File: src/rtl/umand_pkg.sv
package umand_pkg;

    typedef enum logic [2:0] {
        TAIL_NONE,
        TAIL_SINGLE,
        TAIL_SPLIT,
        TAIL_SHARED,
        TAIL_TRIPLE
    } tail_e;

    function automatic tail_e tail_kind(input int d);
        if (d % 4 == 0)      return TAIL_NONE;
        else if (d % 4 == 1) return TAIL_SINGLE;
        else if (d % 4 == 3) return TAIL_TRIPLE;
        else if (d == 2)     return TAIL_SHARED;
        else                 return TAIL_SPLIT;
    endfunction

    function automatic int tail_lat(input int d);
        if (d % 4 == 0)      return 0;
        else if (d % 4 == 3) return 4;
        else if (d == 2)     return 2;
        else                 return 1;
    endfunction

    function automatic int tail_bits(input int d);
        if (d % 4 == 0)      return 0;
        else if (d % 4 == 1) return (d + 1) / 2;
        else if (d == 2)     return 2;
        else                 return d + 1;
    endfunction

    function automatic int tail_taps(input int d);
        if (d % 4 == 3)      return 4;
        else if (d == 2)     return 2;
        else                 return 1;
    endfunction

    function automatic int gate_lat(input int d);
        return (d >= 4) ? 5 : tail_lat(d);
    endfunction

    function automatic int rand_bits(input int d);
        return (d / 4) * (d + 1) + tail_bits(d);
    endfunction

endpackage

File: src/rtl/umand_taps.sv
module umand_taps #(
    parameter int W     = 8,
    parameter int DEPTH = 1
) (
    input  logic                      clk,
    input  logic                      rst_n,
    input  logic [W-1:0]              din,
    output logic [DEPTH:0][W-1:0]     taps_o
);
    typedef struct packed {
        logic [DEPTH-1:0][W-1:0] line;
    } line_t;

    line_t line_d, line_q;

    always_comb begin
        line_d = line_q;
        line_d.line[0] = din;
        for (int j = 1; j < DEPTH; j++) begin
            line_d.line[j] = line_q.line[j-1];
        end
    end

    always_ff @(posedge clk or negedge rst_n) begin
        if (!rst_n) line_q <= '0;
        else        line_q <= line_d;
    end

    always_comb begin
        taps_o[0] = din;
        for (int j = 0; j < DEPTH; j++) begin
            taps_o[j+1] = line_q.line[j];
        end
    end
endmodule

File: src/rtl/umand_seq.sv
module umand_seq #(
    parameter int N      = 6,
    parameter int SOFS   = 1,
    parameter bit PSEUDO = 1'b0,
    localparam int STG   = PSEUDO ? 4 : 5
) (
    input  logic                    clk,
    input  logic                    rst_n,
    input  logic [STG-1:0][N-1:0]   a_t,
    input  logic [STG-1:0][N-1:0]   b_t,
    input  logic [N-1:0]            r_i,
    output logic [N-1:0]            q_o
);
    localparam int S1 = SOFS;
    localparam int S2 = SOFS + 1;

    function automatic logic [N-1:0] rotv(input logic [N-1:0] v, input int n);
        logic [N-1:0] res;
        for (int i = 0; i < N; i++) res[i] = v[(i + n) % N];
        return res;
    endfunction

    typedef struct packed {
        logic [STG-1:0][N-1:0] acc;
        logic [1:0][N-1:0]     rdly;
        logic [2:0]            fill;
    } seq_t;

    seq_t st_d, st_q;
    logic [STG-1:0][N-1:0] term;

    // each stage j reads the operand tap that is j cycles old
    for (genvar j = 0; j < STG; j++) begin : g_term
        if (j == 0) begin : g_t0
            assign term[j] = r_i ^ (a_t[j] & rotv(b_t[j], S1));
        end else if (j == 1) begin : g_t1
            assign term[j] = rotv(a_t[j], S1) & b_t[j];
        end else if (j == 2) begin : g_t2
            assign term[j] = rotv(st_q.rdly[1], 1);
        end else if (j == 3) begin : g_t3
            assign term[j] = a_t[j] & rotv(b_t[j], S2);
        end else begin : g_t4
            assign term[j] = rotv(a_t[j], S2) & b_t[j];
        end
    end

    always_comb begin
        st_d = st_q;
        st_d.rdly[0] = r_i;
        st_d.rdly[1] = st_q.rdly[0];
        st_d.acc[0]  = term[0];
        for (int j = 1; j < STG; j++) begin
            st_d.acc[j] = st_q.acc[j-1] ^ term[j];
        end
        if (st_q.fill != 3'(STG)) st_d.fill = st_q.fill + 3'd1;
    end

    always_ff @(posedge clk or negedge rst_n) begin
        if (!rst_n) st_q <= '0;
        else        st_q <= st_d;
    end

    assign q_o = st_q.acc[STG-1];

    // parity of the cross products this chain absorbs, taken at entry
    logic xpar;
    always_comb begin
        xpar = (^(a_t[0] & rotv(b_t[0], S1))) ^ (^(rotv(a_t[0], S1) & b_t[0]))
             ^ (^(a_t[0] & rotv(b_t[0], S2)));
        if (!PSEUDO) xpar = xpar ^ (^(rotv(a_t[0], S2) & b_t[0]));
    end

    assert_chain_unmask_R6: assert property (@(posedge clk) disable iff (!rst_n)
        (st_q.fill == 3'(STG)) |-> ((^st_q.acc[STG-1]) == $past(xpar, STG)))
        else $error("chain masks do not cancel");
endmodule

File: src/rtl/umand_tail.sv
module umand_tail import umand_pkg::*; #(
    parameter int N        = 6,
    parameter int D        = 5,
    localparam tail_e KIND = tail_kind(D),
    localparam int TB      = tail_bits(D),
    localparam int NT      = tail_taps(D)
) (
    input  logic                   clk,
    input  logic                   rst_n,
    input  logic [NT-1:0][N-1:0]   a_t,
    input  logic [NT-1:0][N-1:0]   b_t,
    input  logic [TB-1:0]          r_i,
    output logic [N-1:0]           q_o
);
    function automatic logic [N-1:0] rotv(input logic [N-1:0] v, input int n);
        logic [N-1:0] res;
        for (int i = 0; i < N; i++) res[i] = v[(i + n) % N];
        return res;
    endfunction

    if (KIND == TAIL_TRIPLE) begin : g_triple
        umand_seq #(.N(N), .SOFS(2 * (D / 4) + 1), .PSEUDO(1'b1)) u_seq (
            .clk(clk), .rst_n(rst_n), .a_t(a_t), .b_t(b_t), .r_i(r_i), .q_o(q_o)
        );
    end else if (KIND == TAIL_SINGLE) begin : g_single
        localparam int S1 = 2 * (D / 4) + 1;
        localparam int H  = N / 2;
        typedef struct packed { logic [N-1:0] acc; logic fill; } one_t;
        one_t st_d, st_q;
        logic [N-1:0] z;
        always_comb begin
            for (int i = 0; i < N; i++) z[i] = r_i[i % H];
            st_d      = st_q;
            st_d.acc  = z ^ (a_t[0] & rotv(b_t[0], S1));
            st_d.fill = 1'b1;
        end
        always_ff @(posedge clk or negedge rst_n) begin
            if (!rst_n) st_q <= '0;
            else        st_q <= st_d;
        end
        assign q_o = st_q.acc;
        assert_tail_unmask_R7: assert property (@(posedge clk) disable iff (!rst_n)
            st_q.fill |-> ((^st_q.acc) == $past(^(a_t[0] & rotv(b_t[0], S1)), 1)))
            else $error("single tail masks do not cancel");
    end else if (KIND == TAIL_SPLIT) begin : g_split
        localparam int S1 = 2 * (D / 4) + 1;
        localparam int S2 = S1 + 1;
        typedef struct packed { logic [N-1:0] x; logic [N-1:0] y; logic fill; } two_t;
        two_t st_d, st_q;
        always_comb begin
            st_d      = st_q;
            st_d.x    = r_i ^ (a_t[0] & rotv(b_t[0], S1));
            st_d.y    = rotv(r_i, S2) ^ (a_t[0] & rotv(b_t[0], S2));
            st_d.fill = 1'b1;
        end
        always_ff @(posedge clk or negedge rst_n) begin
            if (!rst_n) st_q <= '0;
            else        st_q <= st_d;
        end
        assign q_o = st_q.x ^ st_q.y;
        assert_split_unmask_R7: assert property (@(posedge clk) disable iff (!rst_n)
            st_q.fill |-> ((^q_o) == $past((^(a_t[0] & rotv(b_t[0], S1)))
                                          ^ (^(a_t[0] & rotv(b_t[0], S2))), 1)))
            else $error("split tail masks do not cancel");
    end else begin : g_shared
        typedef struct packed { logic [1:0][N-1:0] acc; logic [1:0] fill; } sh_t;
        sh_t st_d, st_q;
        logic [N-1:0] z;
        always_comb begin
            z = {r_i[0] ^ r_i[1], r_i[1], r_i[0]};
            st_d        = st_q;
            st_d.acc[0] = z ^ (a_t[0] & rotv(b_t[0], 1));
            st_d.acc[1] = st_q.acc[0] ^ (rotv(a_t[1], 1) & b_t[1]);
            if (st_q.fill != 2'd2) st_d.fill = st_q.fill + 2'd1;
        end
        always_ff @(posedge clk or negedge rst_n) begin
            if (!rst_n) st_q <= '0;
            else        st_q <= st_d;
        end
        assign q_o = st_q.acc[1];
        assert_shared_unmask_R7: assert property (@(posedge clk) disable iff (!rst_n)
            (st_q.fill == 2'd2) |-> ((^st_q.acc[1]) == $past((^(a_t[0] & rotv(b_t[0], 1)))
                                                   ^ (^(rotv(a_t[0], 1) & b_t[0])), 2)))
            else $error("shared tail masks do not cancel");
    end
endmodule

File: src/rtl/umand_gate.sv
module umand_gate import umand_pkg::*; #(
    parameter int D   = 5,
    localparam int N  = D + 1,
    localparam int RB = rand_bits(D)
) (
    input  logic            clk,
    input  logic            rst_n,
    input  logic [N-1:0]    a_i,
    input  logic [N-1:0]    b_i,
    input  logic [RB-1:0]   rnd_i,
    output logic [N-1:0]    q_o
);
    localparam int    LAT = gate_lat(D);
    localparam int    NC  = D / 4;
    localparam int    NCA = (NC > 0) ? NC : 1;
    localparam tail_e TK  = tail_kind(D);
    localparam int    TB  = tail_bits(D);
    localparam int    TL  = tail_lat(D);
    localparam int    NT  = tail_taps(D);

    logic [LAT:0][2*N-1:0] ab_t;
    logic [LAT:0][N-1:0]   a_t, b_t;
    logic [NCA-1:0][N-1:0] cpl_o;
    logic [N-1:0]          tail_al;

    umand_taps #(.W(2 * N), .DEPTH(LAT)) u_line (
        .clk(clk), .rst_n(rst_n), .din({b_i, a_i}), .taps_o(ab_t)
    );

    for (genvar j = 0; j <= LAT; j++) begin : g_split
        assign a_t[j] = ab_t[j][N-1:0];
        assign b_t[j] = ab_t[j][2*N-1:N];
    end

    if (NC == 0) begin : g_no_chain
        assign cpl_o[0] = '0;
    end else begin : g_chains
        for (genvar k = 0; k < NC; k++) begin : g_chain
            umand_seq #(.N(N), .SOFS(2 * k + 1), .PSEUDO(1'b0)) u_cpl (
                .clk(clk), .rst_n(rst_n),
                .a_t(a_t[4:0]), .b_t(b_t[4:0]),
                .r_i(rnd_i[k*N +: N]), .q_o(cpl_o[k])
            );
        end
    end

    if (TK == TAIL_NONE) begin : g_no_tail
        assign tail_al = '0;
    end else begin : g_tail
        logic [N-1:0] tail_raw;
        umand_tail #(.N(N), .D(D)) u_tail (
            .clk(clk), .rst_n(rst_n),
            .a_t(a_t[NT-1:0]), .b_t(b_t[NT-1:0]),
            .r_i(rnd_i[NC*N +: TB]), .q_o(tail_raw)
        );
        if (TL == LAT) begin : g_aligned
            assign tail_al = tail_raw;
        end else begin : g_align
            localparam int ALN = LAT - TL;
            typedef struct packed { logic [ALN-1:0][N-1:0] pipe; } aln_t;
            aln_t al_d, al_q;
            always_comb begin
                al_d = al_q;
                al_d.pipe[0] = tail_raw;
                for (int j = 1; j < ALN; j++) al_d.pipe[j] = al_q.pipe[j-1];
            end
            always_ff @(posedge clk or negedge rst_n) begin
                if (!rst_n) al_q <= '0;
                else        al_q <= al_d;
            end
            assign tail_al = al_q.pipe[ALN-1];
        end
    end

    always_comb begin
        q_o = (a_t[LAT] & b_t[LAT]) ^ tail_al;
        for (int k = 0; k < NCA; k++) q_o = q_o ^ cpl_o[k];
    end

    // cycles since reset, saturating at LAT (used by the checks below)
    typedef struct packed { logic [2:0] fill; } top_t;
    top_t st_d, st_q;
    always_comb begin
        st_d = st_q;
        if (st_q.fill != 3'(LAT)) st_d.fill = st_q.fill + 3'd1;
    end
    always_ff @(posedge clk or negedge rst_n) begin
        if (!rst_n) st_q <= '0;
        else        st_q <= st_d;
    end

    assert_share_parity_R1: assert property (@(posedge clk) disable iff (!rst_n)
        (st_q.fill == 3'(LAT)) |-> ((^q_o) == $past((^a_i) & (^b_i), LAT)))
        else $error("recombined output is not the AND of the inputs");

    assert_quiet_fill_R3: assert property (@(posedge clk) disable iff (!rst_n)
        (st_q.fill != 3'(LAT)) |-> (q_o == '0))
        else $error("output moved while the pipeline was filling");
endmodule

File: config.mk
export PLATFORM = sky130hd
export DESIGN_NAME = umand_gate
export DESIGN_NICKNAME = d
export VERILOG_FILES = /design/src/rtl/umand_pkg.sv /design/src/rtl/umand_taps.sv /design/src/rtl/umand_seq.sv /design/src/rtl/umand_tail.sv /design/src/rtl/umand_gate.sv
export SDC_FILE = /design/constraint.sdc
export NUM_CORES = 1
export LEC_CHECK = 0
export BUFFER_PORTS_ARGS = -buffer_cell sky130_fd_sc_hd__buf_2
export CAP_MARGIN = 5
export CORE_MARGIN = 4
export CORE_UTILIZATION = 40
export CTS_BUF_LIST = sky130_fd_sc_hd__clkbuf_8
export DETAILED_ROUTE_END_ITERATION = 8
export PLACE_DENSITY_LB_ADDON = 0.05
export SLEW_MARGIN = 40
export SYNTH_ARGS = -nofsm -noshare
export SYNTH_HDL_FRONTEND = slang
export SYNTH_HIERARCHICAL = 1
export SYNTH_SLANG_ARGS = --single-unit
File: constraint.sdc
create_clock -name clk -period 1 [get_ports clk]
set_clock_uncertainty 0.1 [all_clocks]
set_input_delay 0.05 -clock clk [delete_from_list [all_inputs] [get_ports clk]]
set_output_delay 0.05 -clock clk [all_outputs]
set_load 0.1 [all_outputs]
; After elaboration in Yosys (flattened, before gate mapping)
; Cells that the tools add are included.
[classes]
n_addsub = 0
multipliers = 0
n_div = 0
n_lt_le_gt_ge = 0
eq_ne = 0
shifts = 0
mux = 0
bitwise_logic = 14
n_reduce_logical = 0
[op_table]
columns = op, n
row1 = $xor A6 B6 Y6, 8
row2 = $and A6 B6 Y6, 6
[word_totals]
ff_bits = 132
latch_bits = 0
ram_bits = 0
rom_bits = 0
inputBits = 23
word_cells = 31
mem_count = 0

; Depth between registers and ports, before layout
[depth]
word_depth = 3
mapped_depth = 3

; Hierarchy
; The synthesis kept the hierarchy.
[modules_own_cells]
columns = module, n_inst, cells_per_inst, area_each_um2, seq_area_each_um2
row1 = umand_taps, 1, 72, 1591.5, 1501.4
row2 = umand_seq, 1, 102, 1448.9, 1051.0
row3 = umand_gate, 1, 42, 728.2, 600.6
row4 = umand_tail, 1, 18, 225.2, 150.1

; Least setup slack after synthesis
; Ideal clock, no wire load.
[synth_path]
kind = register to output
from = reg g_chains.g_chain[0].u_cpl.st_q (netlist bit g_chains.g_chain[0].u_cpl/q_o[4])
to = out q_o[4]
arrival_ns = 2.198
required_ns = 0.850
setup_slack_ns = -1.348
path_stages_with_launch = 4
path_cell_list = dfrtp_1 > buf_4 > xor2_1 > xnor2_1
[synth_between]
elab_chain_cells = 1
[synth_lines]
columns = element, line
row1 = "start, declared", umand_seq.sv:29  ; seq_t st_d, st_q;
row2 = "start signal, assigned", umand_seq.sv:60  ; else st_q <= st_d;
row3 = $xor A6 B6 Y6, umand_gate.sv:77  ; for (int k = 0; k < NCA; k++) q_o = q_o ^ cpl_o[k];
row4 = "end, declared", umand_gate.sv:11  ; output logic [N-1:0] q_o
; No other way between the ends.

; Final worst setup path
[layout_path]
from = reg g_tail.g_align.al_q (netlist bit tail_al[1])
to = out q_o[1]
[layout_between]
elab_chain_cells = 2
[layout_lines]
columns = element, line
row1 = "start, declared", umand_gate.sv:61  ; aln_t al_d, al_q;
row2 = "start signal, assigned", umand_gate.sv:69  ; else al_q <= al_d;
row3 = $xor A6 B6 Y6, umand_gate.sv:76  ; q_o = (a_t[LAT] & b_t[LAT]) ^ tail_al;
row4 = $xor A6 B6 Y6, umand_gate.sv:77
; No other way between the ends.

==> impl_metrics.json <==
{
  "top_level_ports": 29,
  "num-fill-cells": 819,
  "post_cts_buffers": 0,
  "rsz_0062_raised_after_global_routing": "true",
  "synth_sequential_area_ratio": 0.8271,
  "grt.overflow.total": 0,
  "crit_slowest_cell": "sky130_fd_sc_hd__dfrtp_1",
  "ir_drop_mv": 1.330,
  "number_of_unique_standard_cell_types_used_by_synthesis": 5,
  "power_leakage_nw": 2.311,
  "antenna_left": 0,
  "sequential_cell_area_um2": 3307,
  "initial_antenna_violation_count": 0,
  "globalRouteTotalUtil": 0.1091,
  "grt_max_degree": 45,
  "cts_htree_levels": 4,
  "cp_num_cells": 3,
  "dieArea_um2": 11650,
  "routed_wl_um": 5173,
  "multi_input_comb_area_um2": 780.7,
  "grt_pass1_vias": 1890,
  "worstSetupStartpointType": "register",
  "avgRoutedWirePerCell_um": 11.92,
  "timing.slew.headroom": 0.8294,
  "insertion_delay_ns": 0.40,
  "post_cts_hold_buffer_count": 22,
  "diodes": 0,
  "cts_tree": "built",
  "syn-mean-instance-area_um2": 17.07,
  "die_w_um": 107.9,
  "final_cell_mix": "sky130_fd_sc_hd__dfrtp_1 (129), sky130_fd_sc_hd__nand2_1 (36), sky130_fd_sc_hd__xnor2_1 (30)",
  "met2_resource_use_gr": 0.1647,
  "ff2ff_path_depth": 2,
  "synth_fp_nets": 257,
  "worstPathMaxFanout": 1,
  "synth_warnings": 6,
  "design.core.area_um2": 9729,
  "detail_route.drc_violations": 0,
  "cp.required_ns": 0.85,
  "outcome": "finished with violations",
  "die_h_um": 107.9,
  "pwr_density_cell_nw_per_um2": 2592,
  "fmaxAchievable_mhz": 646.5,
  "fin_area_um2": 5223,
  "busiest_layer": "met2",
  "final-setup-viol-count": 6,
  "buffer_ports.inserted": 28,
  "syn_area_um2": 3994,
  "floorplan.initialDensity": 0.4105,
  "area_delta_synth_final_pct": 30.76,
  "synth_area_leader_cell": "sky130_fd_sc_hd__dfrtp_1",
  "cts_num_sinks": 132,
  "violations": "hold timing, setup timing",
  "first_pass_iters": 3,
  "cts_buffers": 17,
  "hold_path.class": "input port to asynchronous set/reset pin",
  "worst_setup_path_end_kind": "output pin",
  "timing.critical_path.buf_inv": 1,
  "vias": 1687,
  "ws_path_type": "register to output pin",
  "rows": 36,
  "place_hpwl_um": 3465,
  "clockRootBuffer": "sky130_fd_sc_hd__clkbuf_8",
  "synth_cells": 234,
  "finish.net_count": 311,
  "final.hold.worst_slack_ns": -0.06769,
  "postLayoutSetupSlackWorst_ns": -0.5469,
  "vias_per_cell": 3.887,
  "number_of_violations_of_the_max_capacitance_limit": 0,
  "max_slew.worst_pin.slew_ns": 0.2540,
  "critPathArrivalTime_ns": 1.40,
  "gp_congestion": 0.6626,
  "report.final.hold_viol_count": 8,
  "max-clock-path-buffers": 2,
  "synth_top_cell_area_share": 0.8271,
  "placement.setup.worst_slack_ns": -0.1348,
  "design_power_total_mw": 13.53,
  "grt_util_met1": 0.1352,
  "final.min_clock_period_ns": 1.547,
  "drt_iter0_drc": 97,
  "clock_transition_at_the_registers_of_the_reported_paths_ns": 0.07,
  "cp_top_delay_family": "flip-flops",
  "first_pass_grt_wire_length_um": 9108,
  "final_min_period_over_clock_period": 1.547,
  "detailed_place.area_um2": 4543,
  "ys_seq_elements": 132,
  "synth.top_cells.by_area": "sky130_fd_sc_hd__dfrtp_1 (83%), sky130_fd_sc_hd__xnor2_1 (7.9%), sky130_fd_sc_hd__buf_4 (3.4%), sky130_fd_sc_hd__nand2_1 (3.4%), sky130_fd_sc_hd__xor2_1 (2.6%)",
  "max_slew_violation_count": 0,
  "cp_slowest_stage_delay_ns": 0.43,
  "worstPathCellList": "xor2_4, xnor2_4, buf_12",
  "grt.met3_usage": 0.05039,
  "share_of_final_layout_standard_cells_stronger_than_drive_strength_1": 0.2558,
  "final_common_cell": "sky130_fd_sc_hd__dfrtp_1"
}
-- synthesized netlist by cell type --
master / count
sky130_fd_sc_hd__buf_4: 18
sky130_fd_sc_hd__nand2_1: 36
sky130_fd_sc_hd__dfrtp_1: 132
sky130_fd_sc_hd__xnor2_1: 36
sky130_fd_sc_hd__xor2_1: 12
-- path summary, 6_finish.rpt --
check | startpoint | endpoint | slack (ns)
worst min register to register | g_tail.g_align.al_d[6] | g_tail.g_align.al_d[12] | 0.25
worst min-delay path | rst_n | g_chains.g_chain[0].u_cpl/st_d[9] | -0.07
worst max register to register | u_line/taps_o[12] | g_chains.g_chain[0].u_cpl/st_q[26] | 0.19
worst max-delay path | tail_al[1] | q_o[1] | -0.55
max in group asynchronous | rst_n | tail_al[4] | 0.39
min in group clk | rnd_i[1] | g_chains.g_chain[0].u_cpl/st_d[10] | 0.20
-- power by group --
part,leakage (nW),internal (mW),switching (mW)
clock,0.234,3.03,1.90
sequential,1.54,5.86,0.296
combinational,0.541,1.09,1.37
-- per-layer routing --
| layer | wire length (um) | share of wire | vias up |
|---|---|---|---|
| met5 | 0 | 0 | - |
| met4 | 51 | 0.0099 | 0 |
| met3 | 217 | 0.042 | 2 |
| met2 | 2691 | 0.52 | 39 |
| met1 | 2212 | 0.43 | 844 |
| li1 | - | - | 802 |
-- layout make-up --
type,count,area share
clock buffers,18,0.04744
clock inverters,14,0.03977
multi-input cells,84,0.1495
flip-flops and latches,132,0.6332
well taps,133,0.03186
repair buffers,53,0.09823
-- flip-flops by register name, indices dropped and copies added, names as in the netlist --
| register | flops |
|---|---|
| g_chains.g_chain.u_cpl/q_o | 6 |
| g_chains.g_chain.u_cpl/st_d | 6 |
| g_chains.g_chain.u_cpl/st_q | 30 |
| g_tail.g_align.al_d | 18 |
| g_tail.u_tail/q_o | 6 |
| tail_al | 6 |
| u_line/taps_o | 60 |
-- per-stage QoR --
| stage | hold slack (ns) | utilization | instances | setup TNS [ns] |
|---|---|---|---|---|
| final | -0.06769 | 0.5368 | 434 | -3.262 |
| after global routing | -0.07551 | 0.5368 | 434 | -3.768 |
| after CTS | -0.09700 | 0.5364 | 434 | -3.550 |
| after detailed placement | -0.1899 | 0.4670 | 380 | -0.7656 |
| after global placement | -0.1904 | 0.4670 | 380 | -0.6905 |
| after floorplan | -0.3456 | - | 234 | -2.205 |
-- timing repair --
item	in CTS	in global routing
endpoints found under the hold margin	162	8
pin swaps	1	1
endpoints found under the setup margin	6	6
gates resized for setup	0	3
-- cell families (layout without fill, tap and decap cells) --
kind of cell / after synthesis / count (layout) / share of synthesized area
DFF: 132 / 132 / 0.8271
xor gates and xnor gates: 48 / 48 / 0.1053
buffers and inverters: 18 / 85 / 0.03383
and+or+nand+nor: 36 / 36 / 0.03383
Power figures use the tool's default switching activity.
